[src/rtl/rcirq_pkg.sv]
package rcirq_pkg;

    localparam int STAT_W = 8;
    localparam int DIR_W  = STAT_W - 2;
    localparam int BIT_XI = STAT_W - 1;
    localparam int BIT_CC = STAT_W - 2;

    localparam logic [1:0] ADDR_STAT = 2'd0;
    localparam logic [1:0] ADDR_MASK = 2'd1;
    localparam logic [1:0] ADDR_EXT  = 2'd2;
    localparam logic [1:0] ADDR_CODE = 2'd3;

    typedef enum logic [2:0] {
        ACC_IDLE,
        ACC_RD_STAT,
        ACC_RD_MASK,
        ACC_RD_EXT,
        ACC_RD_CODE,
        ACC_WR_MASK
    } acc_e;

endpackage

[src/rtl/rcirq_bus_dec.sv]
module rcirq_bus_dec
    import rcirq_pkg::*;
(
    input  logic       rd_i,
    input  logic       wr_i,
    input  logic [1:0] addr_i,
    output acc_e       acc_o
);

    always_comb begin
        acc_o = ACC_IDLE;
        if (rd_i) begin
            unique case (addr_i)
                ADDR_STAT: acc_o = ACC_RD_STAT;
                ADDR_MASK: acc_o = ACC_RD_MASK;
                ADDR_EXT:  acc_o = ACC_RD_EXT;
                ADDR_CODE: acc_o = ACC_RD_CODE;
                default:   acc_o = ACC_IDLE;
            endcase
        end else if (wr_i && addr_i == ADDR_MASK) begin
            acc_o = ACC_WR_MASK;
        end
    end

    // a read strobe never decodes as a write
    always_comb begin
        AST_RD_OVER_WR: assert (!(rd_i && acc_o == ACC_WR_MASK));
    end

endmodule

[src/rtl/rcirq_rc_reg.sv]
module rcirq_rc_reg #(
    parameter int W = 8
) (
    input  logic         clk_i,
    input  logic         rst_i,
    input  logic [W-1:0] set_i,
    input  logic         clr_i,
    output logic [W-1:0] q_o,
    output logic         any_o
);

    logic [W-1:0] q_q;

    always_ff @(posedge clk_i) begin
        if (rst_i) q_q <= '0;
        else       q_q <= (clr_i ? '0 : q_q) | set_i;
    end

    assign q_o   = q_q;
    assign any_o = |q_q;

    AST_SEC_CLEAR: assert property (@(posedge clk_i) disable iff (rst_i)
        clr_i |=> ((q_q & ~$past(set_i)) == '0));

    AST_SEC_EVT_WINS: assert property (@(posedge clk_i) disable iff (rst_i)
        (|set_i) |=> ((q_q & $past(set_i)) == $past(set_i)));

endmodule

[src/rtl/rcirq_dir_bank.sv]
module rcirq_dir_bank
    import rcirq_pkg::*;
#(
    parameter int W = DIR_W,
    parameter int MW = STAT_W
) (
    input  logic          clk_i,
    input  logic          rst_i,
    input  logic [W-1:0]  evt_i,
    input  acc_e          acc_i,
    input  logic [MW-1:0] wdata_i,
    output logic [MW-1:0] mask_o,
    output logic [W-1:0]  pend_o
);

    logic [W-1:0]  pend_q;
    logic [MW-1:0] mask_q;
    logic [W-1:0]  clr_vec;

    always_comb begin
        clr_vec = '0;
        unique case (acc_i)
            ACC_RD_STAT: clr_vec = ~mask_q[W-1:0];
            ACC_IDLE, ACC_RD_MASK, ACC_RD_EXT,
            ACC_RD_CODE, ACC_WR_MASK: clr_vec = '0;
            default: clr_vec = '0;
        endcase
    end

    always_ff @(posedge clk_i) begin
        if (rst_i) begin
            pend_q <= '0;
            mask_q <= '1;
        end else begin
            pend_q <= (pend_q & ~clr_vec) | evt_i;
            if (acc_i == ACC_WR_MASK) mask_q <= wdata_i;
        end
    end

    assign pend_o = pend_q;
    assign mask_o = mask_q;

    AST_STAT_CLEARS: assert property (@(posedge clk_i) disable iff (rst_i)
        (acc_i == ACC_RD_STAT) |=> ((pend_q & ~$past(mask_q[W-1:0]) & ~$past(evt_i)) == '0));

    AST_MASKED_KEEP: assert property (@(posedge clk_i) disable iff (rst_i)
        (acc_i == ACC_RD_STAT) |=> ((pend_q & $past(pend_q & mask_q[W-1:0])) == $past(pend_q & mask_q[W-1:0])));

    AST_EVT_SETS: assert property (@(posedge clk_i) disable iff (rst_i)
        (|evt_i) |=> ((pend_q & $past(evt_i)) == $past(evt_i)));

    AST_MASK_HOLD: assert property (@(posedge clk_i) disable iff (rst_i)
        (acc_i != ACC_WR_MASK) |=> $stable(mask_q));

endmodule

[src/rtl/rcirq_ctrl.sv]
module rcirq_ctrl
    import rcirq_pkg::*;
#(
    parameter int N_EXT  = 8,
    parameter int N_CODE = 3
) (
    input  logic              clk_i,
    input  logic              rst_i,
    input  logic              rd_i,
    input  logic              wr_i,
    input  logic [1:0]        addr_i,
    input  logic [7:0]        wdata_i,
    output logic [7:0]        rdata_o,
    input  logic [DIR_W-1:0]  src_evt_i,
    input  logic [N_EXT-1:0]  ext_evt_i,
    input  logic [N_CODE-1:0] code_evt_i,
    output logic              irq_n_o
);

    acc_e               acc;
    logic [STAT_W-1:0]  mask;
    logic [DIR_W-1:0]   pend;
    logic [N_EXT-1:0]   ext_q;
    logic [N_CODE-1:0]  code_q;
    logic               ext_any;
    logic               code_any;
    logic [STAT_W-1:0]  stat_raw;
    logic [STAT_W-1:0]  stat_view;
    logic [STAT_W-1:0]  ext_pad;
    logic [STAT_W-1:0]  code_pad;
    logic [STAT_W-1:0]  rd_mux;
    logic               active;
    logic [7:0]         rdata_q;
    logic               irq_n_q;

    rcirq_bus_dec u_dec (
        .rd_i   (rd_i),
        .wr_i   (wr_i),
        .addr_i (addr_i),
        .acc_o  (acc)
    );

    rcirq_dir_bank #(.W(DIR_W), .MW(STAT_W)) u_bank (
        .clk_i   (clk_i),
        .rst_i   (rst_i),
        .evt_i   (src_evt_i),
        .acc_i   (acc),
        .wdata_i (wdata_i),
        .mask_o  (mask),
        .pend_o  (pend)
    );

    rcirq_rc_reg #(.W(N_EXT)) u_ext (
        .clk_i (clk_i),
        .rst_i (rst_i),
        .set_i (ext_evt_i),
        .clr_i (acc == ACC_RD_EXT),
        .q_o   (ext_q),
        .any_o (ext_any)
    );

    rcirq_rc_reg #(.W(N_CODE)) u_code (
        .clk_i (clk_i),
        .rst_i (rst_i),
        .set_i (code_evt_i),
        .clr_i (acc == ACC_RD_CODE),
        .q_o   (code_q),
        .any_o (code_any)
    );

    always_comb begin
        stat_raw              = '0;
        stat_raw[DIR_W-1:0]   = pend;
        stat_raw[BIT_CC]      = code_any;
        stat_raw[BIT_XI]      = ext_any;
        stat_view             = stat_raw;
        stat_view[DIR_W-1:0]  = pend & ~mask[DIR_W-1:0];
        active                = |(stat_raw & ~mask);
    end

    always_comb begin
        ext_pad  = '0;
        code_pad = '0;
        for (int i = 0; i < N_EXT; i++)  ext_pad[i]  = ext_q[i];
        for (int i = 0; i < N_CODE; i++) code_pad[i] = code_q[i];
    end

    always_comb begin
        rd_mux = rdata_q;
        unique case (acc)
            ACC_RD_STAT: rd_mux = stat_view;
            ACC_RD_MASK: rd_mux = mask;
            ACC_RD_EXT:  rd_mux = ext_pad;
            ACC_RD_CODE: rd_mux = code_pad;
            ACC_IDLE, ACC_WR_MASK: rd_mux = rdata_q;
            default: rd_mux = rdata_q;
        endcase
    end

    always_ff @(posedge clk_i) begin
        if (rst_i) begin
            rdata_q <= '0;
            irq_n_q <= 1'b1;
        end else begin
            rdata_q <= rd_mux;
            irq_n_q <= ~active;
        end
    end

    assign rdata_o = rdata_q;
    assign irq_n_o = irq_n_q;

    AST_IRQ_RELEASE: assert property (@(posedge clk_i) disable iff (rst_i)
        $rose(irq_n_q) |-> $past((stat_raw & ~mask) == '0));

    AST_IRQ_RAISE: assert property (@(posedge clk_i) disable iff (rst_i)
        $fell(irq_n_q) |-> $past(|(stat_raw & ~mask)));

    AST_SUMMARY_SHOWN: assert property (@(posedge clk_i) disable iff (rst_i)
        (acc == ACC_RD_STAT) |=> (rdata_q[BIT_XI] == $past(ext_any) && rdata_q[BIT_CC] == $past(code_any)));

    AST_RDATA_HOLD: assert property (@(posedge clk_i) disable iff (rst_i)
        (!rd_i) |=> $stable(rdata_q));

endmodule

[config.mk]
export PLATFORM = sky130hd
export DESIGN_NAME = rcirq_ctrl
export DESIGN_NICKNAME = d
export VERILOG_FILES = /design/src/rtl/rcirq_pkg.sv /design/src/rtl/rcirq_bus_dec.sv /design/src/rtl/rcirq_rc_reg.sv /design/src/rtl/rcirq_dir_bank.sv /design/src/rtl/rcirq_ctrl.sv
export SDC_FILE = /design/constraint.sdc
export NUM_CORES = 1
export LEC_CHECK = 0
export BUFFER_PORTS_ARGS = -buffer_cell sky130_fd_sc_hd__buf_2
export CAP_MARGIN = 5
export CORE_MARGIN = 1.5
export CORE_UTILIZATION = 57
export DETAILED_ROUTE_END_ITERATION = 7
export PLACE_DENSITY = 0.84
export SLEW_MARGIN = 20
export SYNTH_ARGS = -nofsm -noshare
export SYNTH_HDL_FRONTEND = slang
export SYNTH_HIERARCHICAL = 1
export SYNTH_SLANG_ARGS = --single-unit
export TNS_END_PERCENT = 5
[constraint.sdc]
create_clock -name clk_i -period 4.8 [get_ports clk_i]
set_input_delay 0.48 -clock clk_i [delete_from_list [all_inputs] [get_ports clk_i]]
set_output_delay 0.48 -clock clk_i [all_outputs]
set_load 0.005 [all_outputs]
=== Word-level counts from Yosys, hierarchy flattened ===
Cells that the tools add are included.
W data, S select, Z words.

* Equal/unequal tests: 8
* Reductions and logical operators: 6
* Bitwise operators: 10
* Muxes and demuxes: 7

{| class="wikitable"
|+ Operators by type and width
! operator !! count
|-
| $pmux W8 S4 || 1
|-
| $reduce_or A8 Y1 || 2
|-
| $and A6 B6 Y6 || 2
|-
| $not A6 Y6 || 2
|-
| $pmux W3 S4 || 1
|-
| $mux W3 || 3
|-
| $and A8 B8 Y8 || 1
|-
| $mux W8 || 1
|-
| $not A8 Y8 || 1
|-
| $or A8 B8 Y8 || 1
|-
| $eq A3 B2 Y1 const B || 2
|-
| $eq A3 B3 Y1 const B || 2
|-
| $mux W6 || 1
|-
| $or A6 B6 Y6 || 1
|-
| $eq A2 B2 Y1 const B || 2
|-
| $reduce_bool A4 Y1 || 1
|-
| $eq A3 B1 Y1 const B || 1
|-
| $or A3 B3 Y3 || 1
|-
| $reduce_or A3 Y1 || 1
|-
| $eq A2 B1 Y1 const B || 1
|-
| $logic_not A2 Y1 || 1
|-
| $logic_and A1 B1 Y1 || 1
|-
| $not A1 Y1 || 1
|}

* Input bits: 31
* Output and inout port bits: 9
* Word-level logic and storage cells: 37
* Register bits after elaboration: 34

=== Longest topological paths before layout ===
Gate-level depths: netlist (run 1).

* Depth after elaboration: 9
* Gate-level depth with buffers: 9
* Mapped depth without buffers: 8

=== By module ===
Netlist (run 1), hierarchy kept.

{| class="wikitable"
|+ By module, submodules not included
! module !! seq. area each (um^2) !! times used !! area each (um^2) !! cells an instance
|-
| rcirq_ctrl || 180.2 || 1 || 708.2 || 79
|-
| rcirq_dir_bank || 280.3 || 1 || 546.8 || 61
|-
| rcirq_rc_reg (u_ext) || 160.2 || 1 || 300.3 || 36
|-
| rcirq_rc_reg (u_code) || 60.1 || 1 || 111.4 || 13
|-
| rcirq_bus_dec || 0.0 || 1 || 101.3 || 12
|}

=== Least setup slack after synthesis (run 1) ===
OpenSTA, ideal clock, no wires.

* Kind: input port to flip-flop
* From: input addr_i[0]
* To: register rdata_q[0] (netlist: rdata_o[0])
* Required time: 4.681 ns
* Path buffers: 0
* Library setup time: 0.119 ns
* Arrival time: 1.789 ns
* Stages on the path: 7
* Setup slack: 2.893 ns
* Cells stage by stage: inv_1 ha_1 and2_2 or3b_4 clkinv_4 a221oi_1 o221a_2

* Elaborated cells between the ends (all ways): 14
* Classes of those cells: 7 x eq/ne; 4 x mux; 3 x reduce/logical

{| class="wikitable"
|+ RTL lines
! element !! line !! RTL
|-
| from (decl) || rcirq_ctrl.sv:11 || <nowiki>input logic [1:0] addr_i,</nowiki>
|-
| $eq A2 B2 Y1 (tied with other cells) || rcirq_bus_dec.sv:13 || <nowiki>unique case (addr_i)</nowiki>
|-
| $pmux W3 S4 * || rcirq_bus_dec.sv:13 ||
|-
| $mux W3 * || rcirq_bus_dec.sv:12 || <nowiki>if (rd_i) begin</nowiki>
|-
| named net acc[1] || rcirq_ctrl.sv:20 || <nowiki>acc_e acc;</nowiki>
|-
| $eq A3 B3 Y1 (tied with other cells) || rcirq_ctrl.sv:90 || <nowiki>unique case (acc)</nowiki>
|-
| $pmux W8 S4 or $reduce_bool A4 Y1 (tied branches) || -- ||
|-
| to (signal assigned) || rcirq_ctrl.sv:105 || <nowiki>rdata_q <= rd_mux;</nowiki>
|-
| to (decl) || rcirq_ctrl.sv:33 || <nowiki>logic [7:0] rdata_q;</nowiki>
|}

The timed path passes the listed nets; every way through them passes the cells marked *.
A chain may end at the register's enable or synchronous reset.

=== Final worst setup path (run 1) ===
* From: input addr_i[1]
* To: register u_ext.q_q[2] (netlist: u_ext/q_o[2])

* Word-level cells in the longest chain between the ends: 7
* Elaborated cells between the ends (all ways): 11
* Classes of those cells: 4 x eq/ne; 4 x mux; 1 x bitwise; 2 x reduce/logical

{| class="wikitable"
|+ Ends and longest elaborated chain
! element !! line !! RTL
|-
| parallel branches: the longest is 3 deep, another holds $pmux W3 S4 || -- ||
|-
| $mux W3 * || rcirq_bus_dec.sv:12 ||
|-
| named net acc[0] || rcirq_ctrl.sv:20 ||
|-
| $eq A3 B2 Y1 * || rcirq_ctrl.sv:57 || <nowiki>.clr_i (acc == ACC_RD_EXT),</nowiki>
|-
| $mux W8 * || rcirq_rc_reg.sv:16 || <nowiki>else q_q <= (clr_i ? '0 : q_q) | set_i;</nowiki>
|-
| $or A8 B8 Y8 * || rcirq_rc_reg.sv:16 ||
|-
| to (signal assigned) || rcirq_rc_reg.sv:16 ||
|-
| to (decl) || rcirq_rc_reg.sv:12 || <nowiki>logic [W-1:0] q_q;</nowiki>
|}

Mark *: on every way through the listed nets, which the timed path passes.

==> results of run 1 <==
## worst paths after layout
| path | startpoint | end | slack [ns] |
|---|---|---|---|
| worst max-delay path | addr_i[1] | u_ext/q_o[2] | 2.79 |
| worst min-delay path | ext_evt_i[5] | u_ext/q_o[5] | 0.35 |
| worst min register to register | u_code/q_o[2] | u_code/q_o[2] | 0.49 |
| worst max register to register | u_code/q_o[1] | rdata_o[6] | 3.54 |
## sequential cells by signal (all words and copies together) (netlist names)
signal         flops
u_code/q_o         3
rdata_o            8
u_ext/q_o          8
u_bank/mask_o      8
u_bank/pend_o      6
irq_n_o            1
## cell families (layout without fill, tap and decap cells)
group / after synthesis / count (layout)
buf+inv: 29 / 68
compound gates: 41 / 41
fa+ha+maj: 4 / 4
simple gates: 81 / 81
xor+xnor: 1 / 1
mux: 11 / 11
flops: 34 / 34
## placed cells by master, fill, tap and decap left out, types with 4 or more instances in the layout
cell and count:
a211oi_1 8, nor2_1 32, nand2_1 9, a21oi_1 16, buf_2 39, clkbuf_4 5
mux2i_1 11, dfxtp_1 34, inv_1 20, nor2b_1 5, ha_1 4, nand2b_1 14
## cell type report
cell class	count	area [µm²]	share of cell area
Sequential cell	34	680.7	0.3400
Inverter	21	83.83	0.04187
Multi-Input combinational cell	138	940.9	0.4700
Clock inverter	1	5.005	0.002500
Tap cell	33	41.29	0.02063
Timing Repair Buffer	39	195.2	0.09750
Clock buffer	7	55.05	0.02750
## stage by stage
| step | utilization | hold slack [ns] | power (mW) | worst slack (ns) | instances |
|---|---|---|---|---|---|
| after floorplan | - | 0.4510 | 0.3916 | 2.893 | 201 |
| after global placement | 0.6467 | 0.4740 | 0.4201 | 2.511 | 265 |
| after detailed placement | 0.6467 | 0.4807 | 0.4229 | 2.424 | 265 |
| after CTS | 0.6667 | 0.3395 | 0.5859 | 2.802 | 273 |
| after global routing | 0.6667 | 0.3486 | 0.6144 | 2.600 | 273 |
| final | 0.6667 | 0.3537 | 0.5808 | 2.786 | 273 |
## layer usage
| metal | up-vias | track usage | wire length [µm] |
|---|---|---|---|
| li1 | 761 | - | - |
| met2 | 33 | 0.3628 | 1607 |
| met5 | - | 0 | 0 |
| met1 | 625 | 0.2384 | 1552 |
| met3 | 2 | 0.07692 | 173 |
| met4 | 0 | 0.07468 | 26 |
## power by group
part | switching [mW] | internal (mW)
logic | 0.0521 | 0.0489
registers | 0.0125 | 0.303
clock network | 0.0937 | 0.0709
total | 0.158 | 0.423
## critical path: cells and delay by family
kind | cells | cell delay (ns)
AO/OA/AOI/OAI | 1 | 0.06
adder cells (fa/ha/maj) | 1 | 0.20
buffers and inverters | 2 | 0.20
AND/OR/NAND/NOR | 5 | 1.27
==> impl_results.md, run 1 <==
- Total Routing Usage GR: 0.2102
- # diodes: 0
- Largest family of logic cells by synthesized area: simple AND/OR/NAND/NOR gates
- First-pass GRT wire length: 5.471 mm
- Post-synth top area share: 0.3850
- Final worst-path cycle share: 0.4195
- WHS Path Cells: 3
- Mapped cell area: 1768 µm²
- Sequential element share of the synthesized area: 0.3850
- Crit-path max cell delay: 0.43 ns
- Fillers: 267
- Kind of critical path: in -> reg
- Fmax: 0.4966 GHz
- WL/cell: 12.30 µm
- CTS tree: built
- CP Max Fanout: 15
- Number of core rows: 20
- Hold Buf Count CTS: 0
- Worst-path clk slew: 0.10 ns
- Static leakage: 0.8899 nW
- CP required: 5.00 ns
- RSZ-0062 raised after global routing: no
- CP Data Arrival Time: 2.21 ns
- Final Max Slew Viols: 0
- Placed Area: 1942 µm²
- Vias: 1421
- Setup TNS: 0 ns
- CORE AREA: 3003 µm²
- Post-CTS resize count: 0
- CTS Buf Count: 5
- Outcome: completed
- Initial antenna violation count: 0
- Slew HR: 0.5273
- Synth top cells by count: 34 x dfxtp_1, 32 x nor2_1, 20 x inv_1, 16 x a21oi_1, 14 x nand2b_1
- Clk sinks: 34
- Max stage delay cell, worst path: nor2b_2
- Type of origin of the critical path: input pin
- Pre-antenna DRT Iters: 4
- Gpl congestion: 0.8270
- Largest net degree at the start of global routing: 41
- Ys async rst share: 0
- Max-cap violation count: 0
- Nets: 274
- Count leader, synth: dfxtp_1
- DIE AREA: 3445 µm²
- Register bit count reported by yosys: 34
- Ports: 40
- Tmin final: 2.014 ns
- H-tree Lvls: 2
- Mux cell area share after synthesis: 0.06228
- EDFF count, synth: 0
- R2R cell count: 4
- Die Span X: 58.69 µm
- Syn Nets: 236
- Yosys cell types: 43
- Clock buffer depth: 2
- Most used flip-flop cell after synthesis: dfxtp_1
- Crit end category: flip-flop
- Slew @ Worst Pin: 0.7091 ns
- Starting Density: 0.5888
- Compound-Gate Fraction of Synth Area: 0.1791
- XOR/XNOR Fraction of Synth Area: 0.004954
- Die span in y: 58.69 µm
- # Post-CTS Setup Buffers: 0
- Max IR drop VDD: 0.1677 mV
- Area contributors post-synth: dfxtp_1 38%, nor2_1 6.8%, mux2i_1 6.2%
- Synth Warn #: 6
- Routed Antenna Nets: 0
- Adder-Cell Fraction of Synth Area: 0.02831
- Setup Viol. Count Final: 0
- Design area: 2002 µm²
- # DRC: 0
- Largest area contributor in the netlist: dfxtp_1
- Crit-path cells: buf_2 -> inv_1 -> ha_1 -> nand3b_4 -> nand2_1 -> nor2b_2 -> and2_1 -> nand2b_1 -> a21oi_1
- Post-synthesis simple-gate area fraction: 0.2576
- Area grow syn2layout: 13.23%
- Layout cell share with drive strength beyond 1: 0.2542
- Worst skew pair latency: 0.34 ns
- Grt ovf: 0
- Root Driver: clkbuf_4
- Final clock skew: 0.009663 ns
- Routed wire length: 3.359 mm
- Power per cell area: 290.1 nW/µm²
- Gate Count Post-Synth: 201
- Hold WC Path Type: in -> reg
- Vias in the first global route: 1326
- Average size of a mapped cell: 8.796 µm²
- Vias per cell: 5.205
- HPWL after DPL: 2.495 mm
- Initial DRC Count: 80
- IO Port Bufs: 39
- Final Hold Fails: 0
No activity file was read; power rests on OpenSTA's default activity.
==> run 2: changes to the inputs <==
- ABC_AREA: not set -> 1
- CORE_UTILIZATION: 57 -> 53
- PLACE_DENSITY: 0.84 -> 0.78
- clock period: 4.8 -> 2.07 ns (I/O delays scaled with it)
==> run 2 against run 1 <==
  * Final area is 5.0% higher
  * Register-to-register slack worse by 2.6 ns
  * Total power is 140% higher
  * Combinational power grew to 2.7 times the previous value
  * Synthesized area is 2.5% higher
  * Clock skew is 0.0070 ns lower
  * Non-clock buffer count stayed put
  * Core utilization is 3.2 points lower
  * Sequential power is 130% higher
  * Clock-buffer cell count is 1 lower
  * Sequential cell count stayed put
==> impl_results.md, run 2 <==
- Tmin final: 1.510 ns
- CP Data Arrival Time: 1.77 ns (was 2.21 ns)
- Setup Viol. Count Final: 0 (unchanged)
- Final Hold Fails: 0 (unchanged)
- Fmax: 0.6622 GHz
- Synth Warn #: 6 (unchanged)
- Final Max Slew Viols: 0 (unchanged)
- CORE AREA: 3311 µm² (was 3003 µm²)
- Initial antenna violation count: 0 (unchanged)
- WHS Endpoint: u_bank/mask_o[2] (was u_ext/q_o[5])
- Clock power frac: 0.283 (about the same)
- IO Port Bufs: 39 (unchanged)
- Largest area contributor in the netlist: dfxtp_1 (unchanged)
- Layout Cells excl Fill: 367 (was 273)
- Routed wire length: 3.714 mm (was 3.359 mm)
- Vias in the first global route: 1530 (was 1326)
- CTS tree: built (unchanged)
- Count leader, synth: nand2_1 (was dfxtp_1)
- Outcome: completed (unchanged)
- Register Area: 680.7 µm² (unchanged)
- HPWL after DPL: 2.775 mm (was 2.495 mm)
- DIE AREA: 3780 µm² (was 3445 µm²)
- Fin worst setup slack: 0.5600 ns (was 2.786 ns)
- RSZ-0062 raised after global routing: no (unchanged)
- Commonest non-fill, non-tap cell in the layout: nand2_1 (was buf_2)
- Grt ovf: 0 (unchanged)
- Max stage delay cell, worst path: nand3_4 (was nor2b_2)
- Hold Buf Count CTS: 0 (unchanged)
- Fillers: 336 (was 267)
- Synth top cells by count: 65 x nand2_1, 63 x inv_1, 43 x nor2_1, 34 x dfxtp_1 (was 34 x dfxtp_1, 32 x nor2_1, 20 x inv_1, 16 x a21oi_1, 14 x nand2b_1)
- WHS Path Cells: 3 (unchanged)
- Area of the multi-input gates: 852.1 µm² (was 940.9 µm²)
- Max-cap violation count: 0 (unchanged)
- Average size of a mapped cell: 6.545 µm² (was 8.796 µm²)
- Type of origin of the critical path: input pin (unchanged)
- Syn Nets: 312 (was 236)
- CTS Buf Count: 5 (unchanged)
- Final worst-path cycle share: 0.7295
- Hold WC Path Type: in -> reg (unchanged)
- Register share of total power: 0.524 (was 0.543)
- Switch Pwr: 429.3 µW (was 158.2 µW)
- CP required: 2.33 ns (was 5.00 ns)
- Reg2reg setup slack: 0.96 ns (was 3.54 ns)
- H-tree Lvls: 2 (unchanged)
- Clk sinks: 34 (unchanged)
- # diodes: 0 (unchanged)
- Initial DRC Count: 92 (was 80)
- Vias per cell: 4.752 (was 5.205)
- Slew HR: 0.6883 (was 0.5273)
- Yosys cell types: 21 (was 43)
- Setup TNS: 0 ns (unchanged)
- Mapped cell area: 1813 µm² (was 1768 µm²)
- Worst slack at placement: 0.1784 ns (was 2.424 ns)
- Crit-path max cell delay: 0.29 ns (was 0.43 ns)
- Max IR drop VDD: 0.4439 mV (was 0.1677 mV)
- Root Driver: clkbuf_4 (unchanged)
- Kind of critical path: in -> reg (unchanged)
- Worst skew pair latency: 0.35 ns (was 0.34 ns)
- Sequential element share of the synthesized area: 0.3754 (was 0.3850)
- Slew @ Worst Pin: 0.4676 ns (was 0.7091 ns)
- Clock buffer depth: 2 (unchanged)
- Gpl congestion: 0.9451 (was 0.8270)
- Leading cell types in the layout, fill and taps excluded: 65 x nand2_1, 63 x inv_1, 43 x nor2_1 (was 39 x buf_2, 34 x dfxtp_1, 32 x nor2_1)
- Vias: 1744 (was 1421)
- Gate Count Post-Synth: 277 (was 201)
- Ys async rst share: 0 (unchanged)
- Starting Density: 0.5476 (was 0.5888)
- Most used flip-flop cell after synthesis: dfxtp_1 (unchanged)
- # DRC: 0 (unchanged)
- Static leakage: 1.287 nW (was 0.8899 nW)
- Routed Antenna Nets: 0 (unchanged)
- CP Max Fanout: 16 (was 15)
- CP Buf/Inv Count: 3 (was 2)
- Power per cell area: 671.7 nW/µm² (was 290.1 nW/µm²)
- Pre-antenna DRT Iters: 4 (unchanged)
- # Post-CTS Setup Buffers: 0 (unchanged)
- Combinational share of power: 0.193 (was 0.174)
- RR Endpoint: irq_n_o (was rdata_o[6])
- First-pass GRT wire length: 6.389 mm (was 5.471 mm)
- Layout cell share with drive strength beyond 1: 0.1900 (was 0.2542)
- Ports: 40 (unchanged)
- Hold WS: 0.04608 ns (was 0.3537 ns)
- Total Routing Usage GR: 0.2311 (was 0.2102)
- Origin of the worst min-delay path: wdata_i[2] (was ext_evt_i[5])
- Number of core rows: 21 (was 20)
- Register bit count reported by yosys: 34 (unchanged)
- R2R cell count: 9 (was 4)
- Worst r2r src: u_ext/q_o[5] (was u_code/q_o[1])
- Switching Share: 0.3041 (was 0.2724)
- Placed instance count: 359 (was 265)
- WL/cell: 10.12 µm (was 12.30 µm)
- EDFF count, synth: 0 (unchanged)
- Critical path's top delay family: simple AND/OR/NAND/NOR gates (unchanged)
- Die span in y: 61.49 µm (was 58.69 µm)
- Area grow syn2layout: 15.94% (was 13.23%)
- Largest net degree at the start of global routing: 28 (was 41)
- Die Span X: 61.49 µm (was 58.69 µm)
- Worst-path clk slew: 0.10 ns (about the same)
- Crit end category: flip-flop (unchanged)
- Final clock skew: 0.002672 ns (was 0.009663 ns)
- Post-CTS resize count: 0 (unchanged)
- P_int: 982.5 µW (was 422.6 µW)
- Area contributors post-synth: dfxtp_1 38%, nand2_1 13%, inv_1 13% (was dfxtp_1 38%, nor2_1 6.8%, mux2i_1 6.2%)
- Post-synth top area share: 0.3754 (was 0.3850)
- Nets: 355 (was 274)
- Crit-path cells: buf_2 -> inv_1 -> ha_1 -> nand3_2 -> nand2_1 -> inv_1 -> nand3_2 -> nand3_4 -> nand2_1 -> nor2_1 -> nor2_1 (was buf_2 -> inv_1 -> ha_1 -> nand3b_4 -> nand2_1 -> nor2b_2 -> and2_1 -> nand2b_1 -> a21oi_1)
==> run 2: power by group through the flow <==
stage / logic, mW / registers (mW) / clock network [mW]
3_5_place_dp: 0.273 / 0.755 / 0
4_1_cts: 0.274 / 0.740 / 0.404
3_3_place_gp: 0.265 / 0.753 / 0
6_report: 0.273 / 0.739 / 0.399
2_1_floorplan: 0.190 / 0.751 / 0
5_1_grt: 0.320 / 0.748 / 0.424
==> run 2: layout make-up <==
cell class | count | share of cell area
flip-flops and latches | 34 | 0.3238
clock buffers | 6 | 0.02440
clock inverters | 2 | 0.005952
inverters | 67 | 0.1202
well taps | 46 | 0.02738
multi-input cells | 173 | 0.4054
repair buffers | 39 | 0.09286
==> run 2: kinds of logic after synthesis <==
family          after synthesis  synth area share
simple gates                140            0.3513
buf+inv                      70            0.1546
flops                        34            0.3754
compound gates               29           0.09110
fa+ha+maj                     4           0.02761
==> run 2: worst max-delay path by stage <==
| stage | startpoint | cells after the start | end | slack [ns] |
|---|---|---|---|---|
| 3_3_place_gp | addr_i[1] | 11 | rdata_o[2] | 0.30 |
| 4_1_cts | addr_i[1] | 11 | rdata_o[1] | 0.56 |
| 2_1_floorplan | addr_i[0] | 11 | rdata_o[6] | 0.60 |
| 5_1_grt | addr_i[1] | 11 | rdata_o[7] | 0.39 |
| 6_report | addr_i[1] | 11 | rdata_o[1] | 0.56 |
| 3_5_place_dp | addr_i[1] | 11 | rdata_o[3] | 0.18 |
==> run 2: metal layers <==
layer / share of wire / vias to the layer above / global-route usage
li1: - / 920 / -
met1: 0.47 / 777 / 0.2888
met2: 0.46 / 41 / 0.3774
met3: 0.060 / 6 / 0.05042
met4: 0.014 / 0 / 0.1094
met5: 0 / - / 0
==> run 2: worst min-delay path, stage by stage <==
cell     delay, ns
buf_2         0.07
nand2_1       0.04
nand3_1       0.05
==> run 2: through the flow <==
stage	utilization	power [mW]	instance area (µm²)
detailed placement	0.6156	1.028	2038
global route	0.6349	1.491	2102
global placement	0.6156	1.018	2038
finish	0.6349	1.412	2102
floorplan	-	0.9410	1813
CTS	0.6349	1.419	2102
==> run 3: changes to the inputs <==
- clock period: 2.07 -> 1.4 ns (I/O delays scaled with it)
==> run 3 against run 2 <==
  * Non-clock buffer count is 14 higher
  * Sequential cell count is the same
  * Clock power grew 88%
  * Clock-buffer cell count stayed put
  * Final area grew 8.9%
  * Global-route usage fell by 0.80 points
  * Largest power group unchanged
  * Die area is the same
  * Sequential share of layout area decreased by 2.6 points
  * Critical path type unchanged
  * Hold slack worse by 0.046 ns
  * First-iteration DRC count shrank 29%
  * Total power increased by 64%
  * Wire length up 4.6%
==> impl_results.md, run 3 (same netlist as run 2, synthesis figures left out) <==
- Max IR drop VDD: 0.6084 mV (was 0.4439 mV)
- H-tree Lvls: 2 (unchanged)
- Layout Cells excl Fill: 381 (was 367)
- Slew HR: 0.8242 (was 0.6883)
- CORE AREA: 3311 µm² (unchanged)
- Leading cell types in the layout, fill and taps excluded: 65 x nand2_1, 62 x inv_1, 41 x nor2_1 (was 65 x nand2_1, 63 x inv_1, 43 x nor2_1)
- Die Span X: 61.49 µm (unchanged)
- RSZ-0062 raised after global routing: yes (was no)
- # diodes: 0 (unchanged)
- Area grow syn2layout: 26.22% (was 15.94%)
- Grt ovf: 0 (unchanged)
- Clock buffer depth: 2 (unchanged)
- Tmin final: 1.256 ns
- Vias in the first global route: 1499 (was 1530)
- CP Max Fanout: 8 (was 16)
- Final clock skew: 0.003128 ns (was 0.002672 ns)
- Worst-path clk slew: 0.10 ns (about the same)
- Placed Area: 2103 µm² (was 2038 µm²)
- HPWL after DPL: 2.790 mm (was 2.775 mm)
- Routed Antenna Nets: 0 (unchanged)
- DIE AREA: 3780 µm² (unchanged)
- Crit-path cells: buf_2 -> inv_1 -> ha_1 -> o21ai_0 -> nand2_1 -> inv_1 -> nand2_1 -> nand3_2 -> nand3_4 -> o21bai_1 -> nor2_1 (was buf_2 -> inv_1 -> ha_1 -> nand3_2 -> nand2_1 -> inv_1 -> nand3_2 -> nand3_4 -> nand2_1 -> nor2_1 -> nor2_1)
- Fillers: 320 (was 336)
- Initial antenna violation count: 0 (unchanged)
- Initial DRC Count: 65 (was 92)
- Total Routing Usage GR: 0.2232 (was 0.2311)
- CP Buf/Inv Count: 3 (unchanged)
- Starting Density: 0.5476 (unchanged)
- Nets: 370 (was 355)
- Register Area: 680.7 µm² (unchanged)
- Vias: 1756 (was 1744)
- Setup Viol. Count Final: 0 (unchanged)
- Final Hold Fails: 0 (unchanged)
- Fmax: 0.7961 GHz
- Critical path's top delay family: simple AND/OR/NAND/NOR gates (unchanged)
- Met1 GRT Util: 0.2612 (was 0.2888)
- # DRC: 0 (unchanged)
- CP required: 1.65 ns (was 2.33 ns)
- Root Driver: clkbuf_4 (unchanged)
- Crit-path max cell delay: 0.18 ns (was 0.29 ns)
- Placed instance count: 366 (was 359)
- Max-cap violation count: 0 (unchanged)
- Final worst-path cycle share: 0.8972
- Routed wire length: 3.884 mm (was 3.714 mm)
- Die span in y: 61.49 µm (unchanged)
- Static leakage: 1.373 nW (was 1.287 nW)
- # Post-CTS Setup Buffers: 0 (unchanged)
- Final Max Slew Viols: 0 (unchanged)
- IO Port Bufs: 39 (unchanged)
- WL/cell: 10.19 µm (was 10.12 µm)
- CTS tree: built (unchanged)
- CP Data Arrival Time: 1.51 ns (was 1.77 ns)
- First-pass GRT wire length: 6.134 mm (was 6.389 mm)
- Outcome: completed (unchanged)
- Gpl congestion: 0.9452 (was 0.9451)
- Clk sinks: 34 (unchanged)
- Kind of critical path: in -> reg (unchanged)
- Slew @ Worst Pin: 0.2637 ns (was 0.4676 ns)
- M2 GR Usage: 0.3865 (was 0.3774)
- Worst skew pair latency: 0.35 ns (about the same)
- Layout cell share with drive strength beyond 1: 0.2119 (was 0.1900)
- Max stage delay cell, worst path: ha_1 (was nand3_4)
- M3 GR Usage: 0.06303 (was 0.05042)
- Hold WC Path Type: in -> reg (unchanged)
- Commonest non-fill, non-tap cell in the layout: nand2_1 (unchanged)
- Pre-antenna DRT Iters: 4 (unchanged)
- Vias per cell: 4.609 (was 4.752)
- Area of the multi-input gates: 882.1 µm² (was 852.1 µm²)
- Ports: 40 (unchanged)
- Largest net degree at the start of global routing: 17 (was 28)
- Number of core rows: 21 (unchanged)
- CTS Buf Count: 5 (unchanged)
- Type of origin of the critical path: input pin (unchanged)
- Setup TNS: 0 ns (unchanged)
- Design area: 2288 µm² (was 2102 µm²)
- Power per cell area: 1010 nW/µm² (was 671.7 nW/µm²)
- Most Used Layer, Global Route: met2 (unchanged)
- Crit end category: flip-flop (unchanged)
[run 3: changes by cell type in the layout (fill, tap and decap cells not counted), moves of 2 or more]
cell,delta
nand3_4,+2
buf_4,+5
nor2_2,+2
dlygate4sd3_1,+7
nor2_1,-2
[run 3: final cells by class]
type	count	area share
Clock buffer	6	0.02242
Clock inverter	1	0.01312
Inverter	67	0.1104
Multi-Input combinational cell	174	0.3855
Sequential cell	34	0.2974
Tap cell	46	0.02515
Timing Repair Buffer	53	0.1460
[run 3: path summary, 6_finish.rpt]
check                   startpoint  depth (start not counted)               end  slack [ns]
setup / recovery         addr_i[0]                         11        rdata_o[3]        0.14
hold / removal          wdata_i[0]                          3  u_bank/mask_o[0]      0.0002
setup reg to reg      u_ext/q_o[4]                          9           irq_n_o        0.27
hold reg to reg   u_bank/pend_o[0]                          2  u_bank/pend_o[0]        0.47
[run 3: metal layers]
metal | up-vias | wire length (µm)
met5 | - | 0
met2 | 45 | 1832
met3 | 9 | 177
met4 | 0 | 76
met1 | 759 | 1798
li1 | 943 | -
[run 3: tightest hold or removal path: stages]
cell and delay (ns):
buf_2 0.07, nand2_1 0.05, nand3_1 0.06
[run 3: repair_timing]
item	4_1_cts	5_1_grt
resized for setup	0	6
hold buffers	7	0
endpoints found under the hold margin	7	0
setup endpoints to repair	0	9
[run 3: per-stage QoR]
step           setup WS [ns]  power [mW]  hold WS, ns  utilization
2_1_floorplan       0.001277       1.391       0.2091            -
5_1_grt             -0.05897       2.435     0.009360       0.6912
3_3_place_gp         -0.2087       1.534       0.3375       0.6353
6_report              0.1439       2.311    0.0001570       0.6912
4_1_cts               0.1122       2.293     0.003211       0.6810
3_5_place_dp         -0.2446       1.545       0.3408       0.6353
[run 3: report_power, final]
part           switching, mW  internal [mW]  total (mW)  leakage, nW
Clock                  0.334          0.415       0.749       0.0443
Combinational          0.263          0.206       0.468         1.05
Sequential            0.0477           1.05        1.09        0.282
